--- src/rtl/md5_pkg.sv ---
package md5_pkg;
    parameter int WORD_W   = 32;
    parameter int N_WORDS  = 16;
    parameter int N_STEPS  = 64;
    localparam int BLOCK_W = WORD_W * N_WORDS;
    localparam int STEP_W  = $clog2(N_STEPS);
    localparam int IDX_W   = $clog2(N_WORDS);
    localparam int ROT_W   = $clog2(WORD_W);

    typedef logic [WORD_W-1:0] word_t;

    // packed high to low so that lane a sits in the least significant bits
    typedef struct packed {
        word_t d;
        word_t c;
        word_t b;
        word_t a;
    } quad_t;

    function automatic word_t mix_fn(input logic [1:0] rnd, input word_t b,
                                     input word_t c, input word_t d);
        case (rnd)
            2'd0:    return (b & c) | (~b & d);
            2'd1:    return (b & d) | (c & ~d);
            2'd2:    return b ^ c ^ d;
            default: return c ^ (b | ~d);
        endcase
    endfunction

    function automatic logic [IDX_W-1:0] word_sel(input logic [STEP_W-1:0] st);
        logic [IDX_W-1:0] i;
        i = st[IDX_W-1:0];
        case (st[STEP_W-1:STEP_W-2])
            2'd0:    return i;
            2'd1:    return i * 4'd5 + 4'd1;
            2'd2:    return i * 4'd3 + 4'd5;
            default: return i * 4'd7;
        endcase
    endfunction

    function automatic logic [ROT_W-1:0] rot_amt(input logic [STEP_W-1:0] st);
        case ({st[STEP_W-1:STEP_W-2], st[1:0]})
            4'h0: return 5'd7;   4'h1: return 5'd12;  4'h2: return 5'd17;  4'h3: return 5'd22;
            4'h4: return 5'd5;   4'h5: return 5'd9;   4'h6: return 5'd14;  4'h7: return 5'd20;
            4'h8: return 5'd4;   4'h9: return 5'd11;  4'hA: return 5'd16;  4'hB: return 5'd23;
            4'hC: return 5'd6;   4'hD: return 5'd10;  4'hE: return 5'd15;  default: return 5'd21;
        endcase
    endfunction
endpackage

--- src/rtl/md5_const_rom.sv ---
module md5_const_rom
    import md5_pkg::*;
(
    input  logic [STEP_W-1:0] idx,
    output word_t             kval
);
    always_comb begin
        case (idx)
            6'd0:  kval = 32'hd76aa478; 6'd1:  kval = 32'he8c7b756; 6'd2:  kval = 32'h242070db; 6'd3:  kval = 32'hc1bdceee;
            6'd4:  kval = 32'hf57c0faf; 6'd5:  kval = 32'h4787c62a; 6'd6:  kval = 32'ha8304613; 6'd7:  kval = 32'hfd469501;
            6'd8:  kval = 32'h698098d8; 6'd9:  kval = 32'h8b44f7af; 6'd10: kval = 32'hffff5bb1; 6'd11: kval = 32'h895cd7be;
            6'd12: kval = 32'h6b901122; 6'd13: kval = 32'hfd987193; 6'd14: kval = 32'ha679438e; 6'd15: kval = 32'h49b40821;
            6'd16: kval = 32'hf61e2562; 6'd17: kval = 32'hc040b340; 6'd18: kval = 32'h265e5a51; 6'd19: kval = 32'he9b6c7aa;
            6'd20: kval = 32'hd62f105d; 6'd21: kval = 32'h02441453; 6'd22: kval = 32'hd8a1e681; 6'd23: kval = 32'he7d3fbc8;
            6'd24: kval = 32'h21e1cde6; 6'd25: kval = 32'hc33707d6; 6'd26: kval = 32'hf4d50d87; 6'd27: kval = 32'h455a14ed;
            6'd28: kval = 32'ha9e3e905; 6'd29: kval = 32'hfcefa3f8; 6'd30: kval = 32'h676f02d9; 6'd31: kval = 32'h8d2a4c8a;
            6'd32: kval = 32'hfffa3942; 6'd33: kval = 32'h8771f681; 6'd34: kval = 32'h6d9d6122; 6'd35: kval = 32'hfde5380c;
            6'd36: kval = 32'ha4beea44; 6'd37: kval = 32'h4bdecfa9; 6'd38: kval = 32'hf6bb4b60; 6'd39: kval = 32'hbebfbc70;
            6'd40: kval = 32'h289b7ec6; 6'd41: kval = 32'heaa127fa; 6'd42: kval = 32'hd4ef3085; 6'd43: kval = 32'h04881d05;
            6'd44: kval = 32'hd9d4d039; 6'd45: kval = 32'he6db99e5; 6'd46: kval = 32'h1fa27cf8; 6'd47: kval = 32'hc4ac5665;
            6'd48: kval = 32'hf4292244; 6'd49: kval = 32'h432aff97; 6'd50: kval = 32'hab9423a7; 6'd51: kval = 32'hfc93a039;
            6'd52: kval = 32'h655b59c3; 6'd53: kval = 32'h8f0ccc92; 6'd54: kval = 32'hffeff47d; 6'd55: kval = 32'h85845dd1;
            6'd56: kval = 32'h6fa87e4f; 6'd57: kval = 32'hfe2ce6e0; 6'd58: kval = 32'ha3014314; 6'd59: kval = 32'h4e0811a1;
            6'd60: kval = 32'hf7537e82; 6'd61: kval = 32'hbd3af235; 6'd62: kval = 32'h2ad7d2bb; default: kval = 32'heb86d391;
        endcase
    end
endmodule

--- src/rtl/md5_word_pick.sv ---
module md5_word_pick
    import md5_pkg::*;
(
    input  logic [BLOCK_W-1:0] blk,
    input  logic [IDX_W-1:0]   sel,
    output word_t              word
);
    word_t lanes [N_WORDS];
    for (genvar g = 0; g < N_WORDS; g++) begin : g_lane
        assign lanes[g] = blk[g*WORD_W +: WORD_W];
    end
    assign word = lanes[sel];
endmodule

--- src/rtl/md5_step_unit.sv ---
module md5_step_unit
    import md5_pkg::*;
(
    input  logic [1:0]       rnd,
    input  logic [ROT_W-1:0] rot,
    input  word_t            pre,
    input  word_t            b,
    input  word_t            c,
    input  word_t            d,
    output word_t            new_b
);
    word_t sum;
    logic [2*WORD_W-1:0] dbl;
    always_comb begin
        sum   = pre + mix_fn(rnd, b, c, d);
        dbl   = {sum, sum} << rot;
        new_b = b + dbl[2*WORD_W-1:WORD_W];
    end
endmodule

--- src/rtl/md5_compress.sv ---
module md5_compress
    import md5_pkg::*;
(
    input  logic                clk,
    input  logic                rst_n,
    input  logic                start,
    input  logic [4*WORD_W-1:0] seed_in,
    input  logic [BLOCK_W-1:0]  block_in,
    output logic                busy,
    output logic                done,
    output logic [4*WORD_W-1:0] digest_out
);
    localparam logic [STEP_W-1:0] LAST_STEP = STEP_W'(N_STEPS - 1);

    typedef struct packed {
        logic                busy;
        logic                done;
        logic [STEP_W-1:0]   step;
        quad_t               wk;
        quad_t               seed;
        logic [BLOCK_W-1:0]  block;
        word_t               pre;
        quad_t               digest;
    } state_t;

    state_t s_d, s_q;

    logic [STEP_W-1:0]  nxt_idx;
    logic [BLOCK_W-1:0] blk_src;
    word_t              x_nxt, k_nxt, new_b, a_src;
    quad_t              seed_w, fin;

    assign seed_w  = quad_t'(seed_in);
    assign nxt_idx = s_q.busy ? s_q.step + 1'b1 : '0;
    assign blk_src = s_q.busy ? s_q.block : block_in;
    assign a_src   = s_q.busy ? s_q.wk.d : seed_w.a;

    md5_word_pick u_pick (.blk(blk_src), .sel(word_sel(nxt_idx)), .word(x_nxt));
    md5_const_rom u_rom  (.idx(nxt_idx), .kval(k_nxt));
    md5_step_unit u_step (
        .rnd  (s_q.step[STEP_W-1:STEP_W-2]),
        .rot  (rot_amt(s_q.step)),
        .pre  (s_q.pre),
        .b    (s_q.wk.b),
        .c    (s_q.wk.c),
        .d    (s_q.wk.d),
        .new_b(new_b)
    );

    always_comb begin
        s_d      = s_q;
        s_d.done = 1'b0;
        fin.a    = s_q.seed.a + s_q.wk.d;
        fin.b    = s_q.seed.b + new_b;
        fin.c    = s_q.seed.c + s_q.wk.b;
        fin.d    = s_q.seed.d + s_q.wk.c;
        if (!s_q.busy) begin
            if (start) begin
                s_d.busy  = 1'b1;
                s_d.step  = '0;
                s_d.wk    = seed_w;
                s_d.seed  = seed_w;
                s_d.block = block_in;
                s_d.pre   = a_src + x_nxt + k_nxt;
            end
        end else begin
            s_d.wk.a = s_q.wk.d;
            s_d.wk.b = new_b;
            s_d.wk.c = s_q.wk.b;
            s_d.wk.d = s_q.wk.c;
            s_d.pre  = a_src + x_nxt + k_nxt;
            s_d.step = s_q.step + 1'b1;
            if (s_q.step == LAST_STEP) begin
                s_d.busy   = 1'b0;
                s_d.done   = 1'b1;
                s_d.digest = fin;
            end
        end
    end

    always_ff @(posedge clk) begin
        if (!rst_n) s_q <= '0;
        else        s_q <= s_d;
    end

    assign busy       = s_q.busy;
    assign done       = s_q.done;
    assign digest_out = s_q.digest;
endmodule

--- config.mk ---
export PLATFORM = sky130hd
export DESIGN_NAME = md5_compress
export DESIGN_NICKNAME = d
export VERILOG_FILES = /design/src/rtl/md5_pkg.sv /design/src/rtl/md5_const_rom.sv /design/src/rtl/md5_word_pick.sv /design/src/rtl/md5_step_unit.sv /design/src/rtl/md5_compress.sv
export SDC_FILE = /design/constraint.sdc
export NUM_CORES = 2
export LEC_CHECK = 0
export BUFFER_PORTS_ARGS = -buffer_cell sky130_fd_sc_hd__buf_2
export CAP_MARGIN = 20
export CORE_ASPECT_RATIO = 0.75
export CORE_MARGIN = 1
export CORE_UTILIZATION = 59
export DETAILED_ROUTE_END_ITERATION = 10
export PLACE_DENSITY = 0.81
export SLEW_MARGIN = 30
export SYNTH_ARGS = -nofsm -noshare
export SYNTH_HDL_FRONTEND = slang
export SYNTH_SLANG_ARGS = --single-unit
--- constraint.sdc ---
create_clock -name clk -period 9.63 [get_ports clk]
set_clock_uncertainty 0.15 [all_clocks]
set_input_delay 0.4815 -clock clk [delete_from_list [all_inputs] [get_ports clk]]
set_output_delay 0.4815 -clock clk [all_outputs]
set_load 0.05 [all_outputs]
==> results of run 1 <==
==> cell families after synthesis <==
family                   share of synthesized area
buffers and inverters                       0.0617
AND/OR/NAND/NOR                              0.189
XOR/XNOR                                    0.0304
AO/OA/AOI/OAI                                0.219
adder cells (fa/ha/maj)                     0.0820
flip-flops                                   0.320
multiplexers                                0.0980
==> metrics by stage <==
stage | setup slack [ps] | setup TNS (ps)
CTS | 32.2 | 0
detailed placement | -148 | -509
global placement | -51.9 | -68.0
floorplan | 712 | 0
==> what timing repair did <==
action                                 CTS
resized for setup                        8
endpoints found under the hold margin  644
setup endpoints to repair                5
hold buffers                           627
==> synthesized netlist by cell type (all sizes together), types with 88 or more instances <==
cell type  number  area, sq um
mux4          135         3040
mux2i         226         2260
a21o          119          896
nand2        1781         6690
dfxtp         909        18200
buf           208         1300
nand3         112          561
nor2b          88          551
a211oi        178         1340
o21ai         223         1120
nor2          385         1450
clkbuf        425         1610
inv           157          589
xnor2         130         1140
ha            279         3490
nor3           94          470
a21oi        1201         6010
==> per-layer routing <==
layer  GRT usage  GRT overflow
met5       0.143             0
met4       0.449            26
met3       0.440             0
met2       0.743            28
met1       0.711             0
==> summary.txt, run 1 <==
Status
  – Status: aborted with a tool error
  – Failed at: 5_1_grt
  – Error: [ERROR GRT-0116] Global routing finished with congestion. Check the congestion regions in the DRC Viewer.

Place
  – Post-DP Area: approximately 63,000 sq um
  – Post-DP HPWL: 186 mm
  – Placed cells: 9,216
  – IO buf count: 772
  – Final Wtd Congestion: 1.13

Yosys
  – Distinct cells, synth: roughly 90
  – Cell Area, Synth: 56,900 sq um
  – Avg Cell Area, Syn: roughly 7.7 sq um
  – Ys async rst share: 0
  – Main synth FF type: dfxtp_1
  – Post-synthesis sequential area ratio: 0.320
  – Syn_nets: 8,315
  – YS warnings: 0
  – Number of synthesized flops with an enable pin: 0
  – Flops & latches, synth: 909
  – Synth Instances: 7,350

GRT
  – All-layer global routing usage: 0.611
  – Global route overflow: 54
  – First-pass GRT wire length: roughly 440 mm
  – Vias in the first global route: 68,800
  – Pin count of the biggest net entering global routing: 239

Clock network
  – H-tree Lvls: 3
  – Clock buffer depth: 3
  – Clk sink count: 909
  – Post-CTS Setup Inserts: 0
  – TritonCTS Buffers: 90
  – CTS root buf: clkbuf_16

Floorplanning
  – I/O pin cnt: ~770
  – Starting density of the core: 0.596
  – Die Height: 271 um
  – Die width: 361 um
  – Num rows: 98
==> run 2: changes to the inputs <==
Settings changed: CORE_ASPECT_RATIO 0.75 to not set, CORE_UTILIZATION 59 to 40, PLACE_DENSITY 0.81 to not set, PLACE_DENSITY_LB_ADDON set to 0.15.
==> run 2 against run 1 <==
  * The flow now finishes, with violations (design-rule violations)
  * Synthesized cell count stayed put
  * Synthesized area stayed put
==> summary.txt, run 2 <==
Worst setup path
  – Worst r2r dst: digest_out[60]$_SDFFE_PN0P_
  – FF-to-FF path depth: 47
  – Nature of the critical path endpoint: flip-flop
  – Delay-heaviest family, CP: compound AO/OA/AOI/OAI gates
  – Max stage delay on crit path: slightly above 500 ps
  – Startpoint Class: flip-flop
  – Slowest-stage cell, CP: mux4_2
  – Req. time, crit path: 10,120 ps
  – Worst path bufs/invs: 11
  – CP max FO: 12
  – CP dominant cell by count: buf_4
  – Setup CP Type: flip-flop to flip-flop
  – Worst EP arrival: roughly 10000 ps
  – R2r setup slk: 410 ps
  – Worst r2r src: s_q[932]$_SDFFE_PN0N_

Status
  – Status: finished, violations left
  – Failing checks: design-rule violations

Floorplanning
  – Die Height: 379 um (+40%)
  – Starting density of the core: 0.403 (-0.194)
  – I/O pin cnt: 773 (unchanged)
  – Die area: 144,000 sq um
  – Num rows: 138 (+41%)
  – Die width: 379 um (+5.1%)
  – Core box area: between 100,000 and 150,000 sq um

GRT
  – First-pass GRT wire length: roughly 380 mm
  – Antenna violations before repair: 41
  – Global route overflow: 0
  – All-layer global routing usage: 0.352
  – Pin count of the biggest net entering global routing: ~210
  – Vias in the first global route: just under 60,000

Hold path
  – Worst Hold Path EP: s_q[911]$_SDFFE_PN0N_
  – Hold wc startpoint: start
  – Hold Path Class: input port to flip-flop
  – Hold Path Depth: 5

Timing
  – Fin. Hold Viols: 0
  – Max Slew Vio Count: 0
  – Max-slew headroom: 0.211
  – Worst-Margin Slew: between 1000 and 1500 ps
  – Setup TNS: 0 ps
  – Max Freq: between 100 and 150 MHz
  – Final Cycle Share: 0.957
  – Final setup vio count: 0
  – Fin crit period: 9220 ps

Yosys
  – Syn_nets: 8,315 (unchanged)
  – Number of synthesized flops with an enable pin: 0 (unchanged)
  – Ys async rst share: 0 (unchanged)
  – Top-area cell type share of the netlist area: 0.320 (unchanged)
  – Post-synthesis sequential area ratio: 0.320 (unchanged)
  – Most frequent cell after synthesis: nand2_1
  – Main synth FF type: dfxtp_1
  – Largest area contributor in the netlist: dfxtp_1
  – Flops & latches, synth: 909 (unchanged)
  – Top cells by area, synth: dfxtp_1, nand2_1, a21oi_1
  – Cell Area, Synth: 56,900 sq um (unchanged)
  – Synth Instances: 7,350 (unchanged)
  – YS warnings: 0 (unchanged)
  – Top cells by count, synth: nand2_1, a21oi_1, dfxtp_1
  – Avg Cell Area, Syn: 7.74 sq um (unchanged)
  – Distinct cells, synth: 91 (unchanged)

Place
  – Placed cells: 10,000 (+8.6%)
  – Post-DP HPWL: 196 mm (+5.1%)
  – IO buf count: 772 (unchanged)
  – Final Wtd Congestion: 1.08 (-4.9%)

Pwr
  – Maximum VDD drop: 0.000154 V
  – Total power: 0.0140 W
  – Leak: 33.1 nW
  – Power Density: about 180 nW/um^2

Cells and area
  – Largest Register: s_q
  – Commonest non-fill, non-tap cell in the layout: nand2_1
  – Layout Cells excl Fill: 10,900
  – Nets@finish: approximately 9,900
  – Max reg flops: roughly 770
  – Final design utilization: 0.540
  – Layout cell share with drive strength beyond 1: 0.211
  – Number of fill cells: 13,400
  – Most frequent cells in the layout: nand2_1, a21oi_1, dfxtp_1
  – Syn-to-layout area delta: 34.2%

Clock network
  – Clk sink count: 909 (unchanged)
  – Clock buffer depth: 3 (unchanged)
  – Worst-skew pair later-pin latency: approximately 800 ps
  – Clk slew on worst S/H paths: 70 ps
  – CTS root buf: clkbuf_16
  – TritonCTS Buffers: 106 (+18%)
  – CTS tree: yes
  – H-tree Lvls: 3 (unchanged)

Detailed routing
  – TritonRoute pass-1 iters: 10
  – Vias per cell: 5.60
  – Final ANT Viol Nets: 0
  – Post-Route WL: 264 mm
  – Initial DRC Count: 5,488
  – Avg WL per Cell: between 20 and 25 um
  – DRC Markers: 2
  – Routed via count: 61,100

Job
  – Max-cap violation count: 0
run 2: what timing repair did:
item                                    CTS  global route
cloned                                    0             4
resized for setup                        11            87
setup buffers                             1            16
pin swaps                                 1            39
hold endpoints to repair                691             0
hold buffers                            640             0
endpoints found under the setup margin    5            14
run 2: cell families after synthesis:
| kind of cell | Yosys count | share of synthesized area |
|---|---|---|
| mux | 385 | 0.0980 |
| buf+inv | 793 | 0.0617 |
| simple gates | 2618 | 0.189 |
| compound gates | 2096 | 0.219 |
| flops | 909 | 0.320 |
| fa+ha+maj | 353 | 0.0820 |
| xor+xnor | 196 | 0.0304 |
run 2: through the flow:
stage	setup WS, ps	cell area [sq um]	hold WS, ps
after floorplan	712	56900	282
after global placement	-153	65500	287
after detailed placement	-219	65500	292
after CTS	6.25	75600	95.7
after global routing	-56.5	76300	181
final	413	76300	168
run 2: report_power, final:
part	internal, W	leakage, nW	switching, W	total [W]
registers	0.00401	7.45	0.000263	0.00427
clock network	0.00240	1.78	0.00179	0.00419
logic	0.00256	23.9	0.00299	0.00555
total	0.00896	33.1	0.00505	0.0140
run 2: worst max-delay path by stage:
stage / startpoint / to / cells after the start
2_1_floorplan: s_q[932]$_SDFFE_PN0N_ / digest_out[62]$_SDFFE_PN0P_ / 42
3_5_place_dp: s_q[932]$_SDFFE_PN0N_ / digest_out[60]$_SDFFE_PN0P_ / 45
4_1_cts: s_q[932]$_SDFFE_PN0N_ / digest_out[60]$_SDFFE_PN0P_ / 47
3_3_place_gp: s_q[932]$_SDFFE_PN0N_ / digest_out[60]$_SDFFE_PN0P_ / 45
5_1_grt: s_q[932]$_SDFFE_PN0N_ / digest_out[63]$_SDFFE_PN0P_ / 49
6_report: s_q[932]$_SDFFE_PN0N_ / digest_out[60]$_SDFFE_PN0P_ / 47
run 2: cell type report:
cell class,count,area (sq um),share of cell area
tap,1890,2360,0.0310
clock buffer,157,3120,0.0409
clock inverter,38,502,0.00657
timing repair buffer,2064,15800,0.207
sequential,909,18200,0.239
multi-input combinational,5648,35700,0.467
antenna,33,82.6,0.00108
inverter,159,604,0.00792
run 2: tightest hold or removal path, stage by stage:
cell,delay [ps]
buf_6,180
nand2_1,100
o21ai_0,70
nand2_1,70
a21oi_1,60
run 2: metal layers:
layer,global-route usage,vias up,share of wire
li1,-,28700,-
met1,0.426,29200,0.40
met3,0.0540,664,0.062
met4,0.231,18,0.075
met2,0.578,2459,0.46
met5,0,-,0.00043
No activity file was read; power rests on OpenSTA's default activity.
